**config.mk**
```make
export PLATFORM = sky130hd
export DESIGN_NAME = usb_in_ep_responder
export DESIGN_NICKNAME = d
export VERILOG_FILES = /design/src/rtl/usb_in_ep_pkg.sv /design/src/rtl/usb_in_ep_ctrl.sv /design/src/rtl/usb_in_ep_datapath.sv /design/src/rtl/usb_in_ep_responder.sv
export SDC_FILE = /design/constraint.sdc
export NUM_CORES = 1
export LEC_CHECK = 0
export ABC_CLOCK_PERIOD_IN_PS = 1600
export BUFFER_PORTS_ARGS = -buffer_cell sky130_fd_sc_hd__buf_4
export CAP_MARGIN = 10
export CORE_MARGIN = 2
export CORE_UTILIZATION = 39
export CTS_CLUSTER_DIAMETER = 40
export DETAILED_ROUTE_END_ITERATION = 7
export MAX_ROUTING_LAYER = met4
export PLACE_DENSITY = 0.82
export SLEW_MARGIN = 10
export SYNTH_ARGS = -nofsm -noshare
export SYNTH_HDL_FRONTEND = slang
export SYNTH_HIERARCHICAL = 1
export SYNTH_SLANG_ARGS = --single-unit
```
**constraint.sdc**
```tcl
create_clock -name clk -period 1.6 [get_ports clk]
set_input_delay 0.32 -clock clk [delete_from_list [all_inputs] [get_ports clk]]
set_output_delay 0.32 -clock clk [all_outputs]
set_load 0.005 [all_outputs]
```
**src/rtl/usb_in_ep_pkg.sv**
```systemverilog
package usb_in_ep_pkg;

  typedef enum logic [2:0] {
    RESP_NONE = 3'd0,
    RESP_DATA = 3'd1,
    RESP_ZLP  = 3'd2,
    RESP_NAK  = 3'd3,
    RESP_ACK  = 3'd4
  } respKind_e;

  typedef enum logic [1:0] {
    EP_CTRL = 2'd0,
    EP_ISO  = 2'd1,
    EP_BULK = 2'd2,
    EP_INTR = 2'd3
  } epType_e;

  // Strobes from the control to the datapath
  typedef struct packed {
    logic      fire;       // a token is being answered this cycle
    respKind_e kind;       // chosen answer
    logic      isoPid;     // isochronous: data PID forced to DATA0
    logic      pidToggle;  // advance the data PID
    logic      pidClear;   // force DATA0
  } epStrobe_t;

endpackage

```
**src/rtl/usb_in_ep_ctrl.sv**
```systemverilog
module usb_in_ep_ctrl
  import usb_in_ep_pkg::*;
#(
  parameter int EP_NUM = 1
) (
  input  logic      clk,
  input  logic      rst_n,
  input  logic      usbReset,
  input  logic      inTok,
  input  logic      setupTok,
  input  logic      framePar,
  input  epType_e   epType,
  input  logic      swActivate,
  input  logic      swNakSet,
  input  logic      swNakClr,
  input  logic      swSetEven,
  input  logic      swSetOdd,
  input  logic      swSetData0,
  input  logic      hsAck,
  input  logic      hsTimeout,
  input  logic      fifoHasData,
  output epStrobe_t strb,
  output logic      nakSts,
  output logic      epActive
);

  logic      evenOdd;
  logic      pendingAck;
  logic      isIso;
  respKind_e kindNext;

  assign isIso = (epType == EP_ISO);

  // Response decision
  always_comb begin
    kindNext = RESP_NONE;
    if (!epActive) begin
      kindNext = RESP_NONE;
    end else if (setupTok) begin
      kindNext = RESP_ACK;
    end else if (inTok) begin
      if (isIso) begin
        if (!nakSts && (framePar == evenOdd) && fifoHasData) kindNext = RESP_DATA;
        else                                                 kindNext = RESP_ZLP;
      end else begin
        if (!nakSts && fifoHasData) kindNext = RESP_DATA;
        else                        kindNext = RESP_NAK;
      end
    end
  end

  always_comb begin
    strb.fire      = inTok | setupTok;
    strb.kind      = kindNext;
    strb.isoPid    = isIso;
    strb.pidClear  = swSetData0;
    strb.pidToggle = hsAck & pendingAck & ~swSetData0;
  end

  // NAK status
  always_ff @(posedge clk or negedge rst_n) begin
    if (!rst_n)                    nakSts <= 1'b1;
    else if (usbReset || swNakSet) nakSts <= 1'b1;
    else if (swNakClr)             nakSts <= 1'b0;
  end

  // Frame parity select
  always_ff @(posedge clk or negedge rst_n) begin
    if (!rst_n)         evenOdd <= 1'b0;
    else if (swSetOdd)  evenOdd <= 1'b1;
    else if (swSetEven) evenOdd <= 1'b0;
  end

  // Waiting for a host handshake on a non-isochronous data packet
  always_ff @(posedge clk or negedge rst_n) begin
    if (!rst_n)                     pendingAck <= 1'b0;
    else if (usbReset)              pendingAck <= 1'b0;
    else if (strb.fire)             pendingAck <= (kindNext == RESP_DATA) && !isIso;
    else if (hsAck || hsTimeout)    pendingAck <= 1'b0;
  end

  // Active flag: endpoint 0 is always active, others follow software and bus reset
  generate
    if (EP_NUM == 0) begin : g_ep0
      logic unusedActivate;
      assign unusedActivate = swActivate;
      always_ff @(posedge clk or negedge rst_n) begin
        if (!rst_n) epActive <= 1'b1;
        else        epActive <= 1'b1;
      end
    end else begin : g_epn
      always_ff @(posedge clk or negedge rst_n) begin
        if (!rst_n)          epActive <= 1'b0;
        else if (usbReset)   epActive <= 1'b0;
        else if (swActivate) epActive <= 1'b1;
      end

      p_bus_reset_deactivates_r8: assert property (@(posedge clk) disable iff (!rst_n)
        usbReset |=> !epActive)
        else $error("p_bus_reset_deactivates_r8");
    end
  endgenerate

  p_bus_reset_naks_r2: assert property (@(posedge clk) disable iff (!rst_n)
    usbReset |=> nakSts)
    else $error("p_bus_reset_naks_r2");

  p_set_beats_clear_r2: assert property (@(posedge clk) disable iff (!rst_n)
    (swNakSet && swNakClr) |=> nakSts)
    else $error("p_set_beats_clear_r2");

  p_clear_only_r2: assert property (@(posedge clk) disable iff (!rst_n)
    (swNakClr && !swNakSet && !usbReset) |=> !nakSts)
    else $error("p_clear_only_r2");

endmodule

```
**src/rtl/usb_in_ep_datapath.sv**
```systemverilog
module usb_in_ep_datapath
  import usb_in_ep_pkg::*;
#(
  parameter int LEN_W = 11,
  parameter int CNT_W = 11
) (
  input  logic             clk,
  input  logic             rst_n,
  input  epStrobe_t        strb,
  input  logic [CNT_W-1:0] fifoCount,
  input  logic [LEN_W-1:0] maxPktSize,
  output logic             fifoHasData,
  output logic             respValid,
  output respKind_e        respKind,
  output logic [LEN_W-1:0] respLen,
  output logic             respPid,
  output logic             dataPid
);

  localparam int CMP_W = (LEN_W > CNT_W) ? LEN_W : CNT_W;

  logic [CMP_W-1:0] fifoExt;
  logic [CMP_W-1:0] mpsExt;
  logic [LEN_W-1:0] takeLen;
  logic             isData;

  assign fifoHasData = |fifoCount;
  assign fifoExt     = CMP_W'(fifoCount);
  assign mpsExt      = CMP_W'(maxPktSize);
  assign takeLen     = (fifoExt < mpsExt) ? LEN_W'(fifoExt) : maxPktSize;
  assign isData      = strb.fire && (strb.kind == RESP_DATA);

  // Registered response
  always_ff @(posedge clk or negedge rst_n) begin
    if (!rst_n) begin
      respValid <= 1'b0;
      respKind  <= RESP_NONE;
      respLen   <= '0;
      respPid   <= 1'b0;
    end else begin
      respValid <= strb.fire;
      respKind  <= strb.fire ? strb.kind : RESP_NONE;
      respLen   <= isData ? takeLen : '0;
      respPid   <= (isData && !strb.isoPid) ? dataPid : 1'b0;
    end
  end

  // Data PID sequence
  always_ff @(posedge clk or negedge rst_n) begin
    if (!rst_n)              dataPid <= 1'b0;
    else if (strb.pidClear)  dataPid <= 1'b0;
    else if (strb.pidToggle) dataPid <= ~dataPid;
  end

  p_len_bound_r4: assert property (@(posedge clk) disable iff (!rst_n)
    respValid |-> (respLen <= $past(maxPktSize)))
    else $error("p_len_bound_r4");

  p_nondata_empty_r5: assert property (@(posedge clk) disable iff (!rst_n)
    (respKind != RESP_DATA) |-> (respLen == '0 && !respPid))
    else $error("p_nondata_empty_r5");

  p_pid_hold_r9: assert property (@(posedge clk) disable iff (!rst_n)
    (!strb.pidToggle && !strb.pidClear) |=> $stable(dataPid))
    else $error("p_pid_hold_r9");

endmodule

```
**src/rtl/usb_in_ep_responder.sv**
```systemverilog
module usb_in_ep_responder
  import usb_in_ep_pkg::*;
#(
  parameter int EP_NUM  = 1,
  parameter int LEN_W   = 11,
  parameter int CNT_W   = 11,
  parameter int FRAME_W = 11
) (
  input  logic               clk,
  input  logic               rst_n,
  input  logic               usbReset,
  input  logic               inTok,
  input  logic               setupTok,
  input  logic [FRAME_W-1:0] frameNum,
  input  logic [CNT_W-1:0]   fifoCount,
  input  logic [1:0]         epType,
  input  logic [LEN_W-1:0]   maxPktSize,
  input  logic               swActivate,
  input  logic               swNakSet,
  input  logic               swNakClr,
  input  logic               swSetEven,
  input  logic               swSetOdd,
  input  logic               swSetData0,
  input  logic               hsAck,
  input  logic               hsTimeout,
  output logic               respValid,
  output logic [2:0]         respKind,
  output logic [LEN_W-1:0]   respLen,
  output logic               respPid,
  output logic               nakSts,
  output logic               epActive,
  output logic               dataPid
);

  epStrobe_t strb;
  logic      fifoHasData;
  respKind_e kindReg;
  logic      unusedFrameHigh;

  assign unusedFrameHigh = ^frameNum;

  usb_in_ep_ctrl #(.EP_NUM(EP_NUM)) i_ctrl (
    .clk        (clk),
    .rst_n      (rst_n),
    .usbReset   (usbReset),
    .inTok      (inTok),
    .setupTok   (setupTok),
    .framePar   (frameNum[0]),
    .epType     (epType_e'(epType)),
    .swActivate (swActivate),
    .swNakSet   (swNakSet),
    .swNakClr   (swNakClr),
    .swSetEven  (swSetEven),
    .swSetOdd   (swSetOdd),
    .swSetData0 (swSetData0),
    .hsAck      (hsAck),
    .hsTimeout  (hsTimeout),
    .fifoHasData(fifoHasData),
    .strb       (strb),
    .nakSts     (nakSts),
    .epActive   (epActive)
  );

  usb_in_ep_datapath #(.LEN_W(LEN_W), .CNT_W(CNT_W)) i_datapath (
    .clk        (clk),
    .rst_n      (rst_n),
    .strb       (strb),
    .fifoCount  (fifoCount),
    .maxPktSize (maxPktSize),
    .fifoHasData(fifoHasData),
    .respValid  (respValid),
    .respKind   (kindReg),
    .respLen    (respLen),
    .respPid    (respPid),
    .dataPid    (dataPid)
  );

  assign respKind = kindReg;

  p_setup_ack_r7: assert property (@(posedge clk) disable iff (!rst_n)
    (setupTok && epActive) |=> (respValid && respKind == RESP_ACK))
    else $error("p_setup_ack_r7");

  p_nak_blocks_data_r3: assert property (@(posedge clk) disable iff (!rst_n)
    (inTok && !setupTok && epActive && nakSts && epType != EP_ISO) |=> (respKind == RESP_NAK))
    else $error("p_nak_blocks_data_r3");

  p_iso_never_nak_r6: assert property (@(posedge clk) disable iff (!rst_n)
    (respValid && respKind == RESP_NAK) |-> ($past(epType) != EP_ISO))
    else $error("p_iso_never_nak_r6");

  p_inactive_silent_r8: assert property (@(posedge clk) disable iff (!rst_n)
    (!epActive && (inTok || setupTok)) |=> (respValid && respKind == RESP_NONE))
    else $error("p_inactive_silent_r8");

  p_idle_quiet_r10: assert property (@(posedge clk) disable iff (!rst_n)
    (!inTok && !setupTok) |=> !respValid)
    else $error("p_idle_quiet_r10");

endmodule

```
# Word level (Yosys, flattened, before mapping)
# Index checks and enable logic that the tools add are counted.
# op_classes
reduce_logical	16
n_mux	21
n_eq_ne	3
n_lt_le_gt_ge	1
n_bitwise	5
# ops
operator	count
2-to-1 mux 11 bit	2
2-to-1 mux 3 bit	5
2-to-1 mux 1 bit	12
less-than comparator 11 bit	1
OR reduction 11 bit	1
nonzero test 2 bit	4
logical AND 1 bit	6
2-to-1 mux 2 bit	2
equality test 3 x 1 -> 1 bit (second input constant)	1
nonzero test 3 bit	1
bitwise AND 1 bit	2
equality test 2 x 1 -> 1 bit (second input constant)	1
zero test 1 bit	2
logical OR 1 bit	2
NOT 1 bit	2
equality test 1 bit	1
bitwise OR 1 bit	1
# totals
out_inout_bits	19
elab_cells	55
inputBits	48
ff_bits	21

# Longest topological paths before layout
# depth
depth_word	12
mapped_depth	10
depth_no_buf	9

# Cells and area by module
# Netlist, hierarchy kept.
# by_module_without_submodules
mod	cells_per_inst	instances	seq_area_each_um2	area_per_inst_um2
usb_in_ep_datapath	101	1	425.4	963.4
usb_in_ep_ctrl	29	1	101.3	244.0

# Worst setup path after synthesis
# Ideal clock, no wire load.
# synth_path
path_kind	input to register
start	in maxPktSize[10]
end	reg i_datapath.respLen[0]
path_stages	7
path_slack_ns	-0.025
t_arrival_ns	1.546
required_time_ns	1.521
path_buffers	1
setup_ns	0.079
path_cell_list	inv_1 > ha_1 > nand4_1 > o221ai_1 > a211oi_2 > buf_6 > mux2i_1
# synth_via
elab_chain_len	3
# synth_lines
element	line_no	source
from (decl)	usb_in_ep_responder.sv:17	input logic [LEN_W-1:0] maxPktSize,
less-than comparator 11 bit	usb_in_ep_datapath.sv:30	assign takeLen = (fifoExt < mpsExt) ? LEN_W'(fifoExt) : maxPktSize;
2-to-1 mux 11 bit	usb_in_ep_datapath.sv:30	
2-to-1 mux 11 bit	usb_in_ep_datapath.sv:43	respLen <= isData ? takeLen : '0;
to (signal assigned)	usb_in_ep_datapath.sv:43	
to (decl)	usb_in_ep_datapath.sv:15	output logic [LEN_W-1:0] respLen,
# No other way between the ends.
# A chain may end at the register's enable or synchronous reset.

==> reports/results.tsv <==
stage	metric	value	unit
sta	worst relative slew slack	0.7611	
detailed_routing	drt pass-1 iters	4	
floorplanning	die height	59.64	microns
yosys	syn avg cell area	9.288	sq um
global_routing	grt ovf	0	
yosys	Area contributors post-synth	dfrtp_1 41%, ha_1 10%, mux2i_1 9.1%	
yosys	Post-Syn Instances	130	
worst_setup_path	Setup Crit Path Kind	reg -> reg	
placement	number of I/O port buffers	56	
clock_network	# H-tree levels	1	
clock_network	CTS tree	done	
sta	clk_skew	0.01112	ns
yosys	post-synth top area share	0.4145	
detailed_routing	routed wire length	3731	microns
floorplanning	area of the die	0.003557	sq mm
worst_setup_path	Setup crit start kind	register	
final_layout	area of the multi-input gates	749.5	sq um
worst_setup_path	Top delay family on crit path	simple AND/OR/NAND/NOR gates	
yosys	syn_nets	188	
sta	RSZ-0062 raised after global routing	yes	
yosys	Post-synth ARST share	1.000	
sta	Max Freq	0.5607	GHz
yosys	Synth cell types	31	
run_status	failing checks	setup timing	
pwr	switching share of power	0.2769	
sta	Hold Vio Cnt, Final	0	
pwr	Net Switching	0.3190	mW
final_layout	ant diodes	0	
hold_path	Hold Crit Start	swNakClr	
sta	final period demand of the worst path	1.783	ns
pwr	Flop pwr share	0.479	
floorplanning	row count	20	
detailed_routing	metal1 wirelength	1397	microns
worst_setup_path	critical path's slowest cell	dfrtp_1	
placement	routability cong.	0.8388	
clock_network	clock buffer depth	2	
final_layout	Layout Cells excl Fill	243	
flow_run	Max-cap violations	0	
pwr	P_leak	1.046	nW
final_layout	FF/Latch Area	526.8	sq um
global_routing	vias in the first global route	1133	
yosys	Ys Warns	6	
clock_network	clk root buf	clkbuf_4	
clock_network	clock sink count	21	
yosys	FF+latch count, synth	21	
final_layout	layout cells sized above 1	0.4857	
yosys	Synth area leader	dfrtp_1	
final_layout	Final Cell Area	0.002008	sq mm
hold_path	Hold Path Sink	i_ctrl/nakSts	
final_layout	fillers	210	
clock_network	CTS clk-pin slew, worst paths	0.12	ns
detailed_routing	Starting DRT DRC Count	42	
detailed_routing	DR vias/cell	5.181	
worst_setup_path	R2R Setup Slk	-0.18	ns
placement	placed insts	233	
global_routing	first-pass GRT wire length	5071	microns
global_routing	initial antenna violation count	0	
worst_setup_path	CP max FO	6	
global_routing	largest net degree at the start of global routing	22	
worst_setup_path	Arr. time, crit path	2.00	ns
hold_path	worst min-delay path class	in -> reg	
yosys	predominant post-synthesis flop cell	dfrtp_1	
pwr	Pint	0.8333	mW
floorplanning	core box area	0.003003	sq mm
detailed_routing	Top Layer Used	met4	
yosys	top cells by count, synth	28 x nand2_1, 20 x dfrtp_1, 14 x inv_1	
worst_setup_path	Worst R2R End	i_datapath/respLen[5]	
floorplanning	initial core utilization	0.4021	
placement	Placement Setup Slack	-0.8086	ns
sta	worst slew pin tran	0.3583	ns
detailed_routing	DRC violations left	0	
pwr	Clock power frac	0.218	
final_layout	Syn-to-layout area delta	66.32	%
placement	placed inst area	0.001777	sq mm
floorplanning	Ports	67	
sta	Final setup viols	12	
worst_setup_path	worst r2r src	i_ctrl/evenOdd	
worst_setup_path	Worst Reg-to-Reg Cells	7	
floorplanning	Die X	59.64	microns
placement	dpl hpwl	2477	microns
run_status	status	finished with violations	
pwr	Peak VDD IR	303.5	uV
sta	setup ws final	-0.1835	ns
worst_setup_path	CP max stage delay	0.42	ns
worst_setup_path	crit path capture type	register	
detailed_routing	via count	1259	
yosys	post-synthesis sequential area ratio	0.4363	
yosys	Synth Cell Area	0.001207	sq mm
worst_setup_path	WP data required	1.82	ns
clock_network	latest clock arrival within the worst-skew pair	0.30	ns
sta	period utilisation layout	1.115	
pwr	PwrDens	573.8	mW/mm^2
detailed_routing	WL met2	2046	microns
final_layout	Final Net Count	269	
sta	fin. max-slew vios	0	
yosys	most numerous cell in the Yosys netlist	nand2_1	
global_routing	GRT Total Usage	0.1984	
yosys	EDFF count, synth	0	
detailed_routing	Antenna Nets Post-Route	0	
clock_network	Num CTS Buffers	3	
detailed_routing	metal3 WL	231	microns
hold_path	worst hold path depth	2	
pwr	share of power burned in combinational logic	0.303	
detailed_routing	Avg WL per Cell	15.35	microns
worst_setup_path	worst path cell trace	xnor2_2 -> a21oi_2 -> nor2_1 -> nand2_2 -> nor3_4 -> nand2_1 -> mux2i_1	
worst_setup_path	crit path buf inv count	0	
## through the flow
step	TNS, ns	power [mW]	utilization	hold WS, ns
global route	-1.973	1.211	0.6688	0.1509
floorplan	0	0.6754	-	0.02441
global placement	-8.142	0.8312	0.5917	0.2126
finish	-1.179	1.152	0.6688	0.1625
CTS	-0.01841	1.109	0.6221	0.1605
detailed placement	-9.085	0.8404	0.5917	0.2165
## cells in the final DEF (no fill, tap or decap), types with 2 or more instances in the layout
cell type	count
inv_1	14
o21ai_0	2
ha_4	3
ha_1	7
nor4_4	2
buf_4	76
a21oi_1	2
clkbuf_4	3
mux2i_1	10
nor3_4	3
nor2_1	6
nor3_1	3
a21oi_2	4
nand2_1	27
dfrtp_1	20
and2_1	3
nand3b_1	2
nor2b_4	2
## state kept, by name, summed over array words and instances, names as in the netlist
name	cells
i_datapath/dataPid	1
i_ctrl/pendingAck	1
i_ctrl/evenOdd	1
i_datapath/respPid	1
i_datapath/respValid	1
i_ctrl/epActive	1
i_datapath/respKind	3
i_datapath/respLen	11
i_ctrl/nakSts	1
## routing by layer
| metal | global-route usage | vias to the layer above |
|---|---|---|
| li1 | - | 593 |
| met1 | 0.2479 | 602 |
| met2 | 0.3370 | 56 |
| met3 | 0.02183 | 8 |
| met4 | 0.05714 | 0 |
| met5 | - | - |
## cells by family after synthesis
logic type	count (synthesis)	share of synthesized area
and+or+nand+nor	54	0.2155
buffers and inverters	19	0.07253
adders and majority gates	10	0.1036
AOI/OAI and AO/OA	13	0.06632
xor gates and xnor gates	2	0.01451
muxes	11	0.09120
DFF	21	0.4363
## worst max path at each step
stage	startpoint	to	depth (start not counted)
6_report	i_ctrl/evenOdd	i_datapath/respLen[5]	7
5_1_grt	i_ctrl/evenOdd	i_datapath/respLen[3]	7
4_1_cts	i_ctrl/evenOdd	i_datapath/respLen[3]	7
3_3_place_gp	fifoCount[0]	i_datapath/respLen[3]	9
2_1_floorplan	maxPktSize[10]	i_datapath/respLen[0]	7
3_5_place_dp	fifoCount[0]	i_datapath/respLen[3]	9
## what timing repair did
item / in CTS / in global routing
hold endpoints to repair: 20 / 0
pin swaps: 4 / 11
endpoints found under the setup margin: 12 / 12
cloned: 2 / 0
gates resized for setup: 7 / 16
hold buffers: 1 / 0
buffers inserted: 0 / 3
## final cells by class
class	count	share of cell area
clock buffers	4	0.01308
multi-input cells	92	0.3732
repair buffers	79	0.3047
inverters	14	0.02617
well taps	33	0.02056
flip-flops and latches	21	0.2623
## power by group through the flow
stage	Sequential [mW]	Clock [mW]	Combinational, mW
final	0.552	0.251	0.349
after global routing	0.553	0.282	0.375
after CTS	0.551	0.264	0.295
after detailed placement	0.561	0	0.279
after global placement	0.561	0	0.270
after floorplan	0.563	0	0.113
Note: power is estimated with default switching activity, not from simulation.
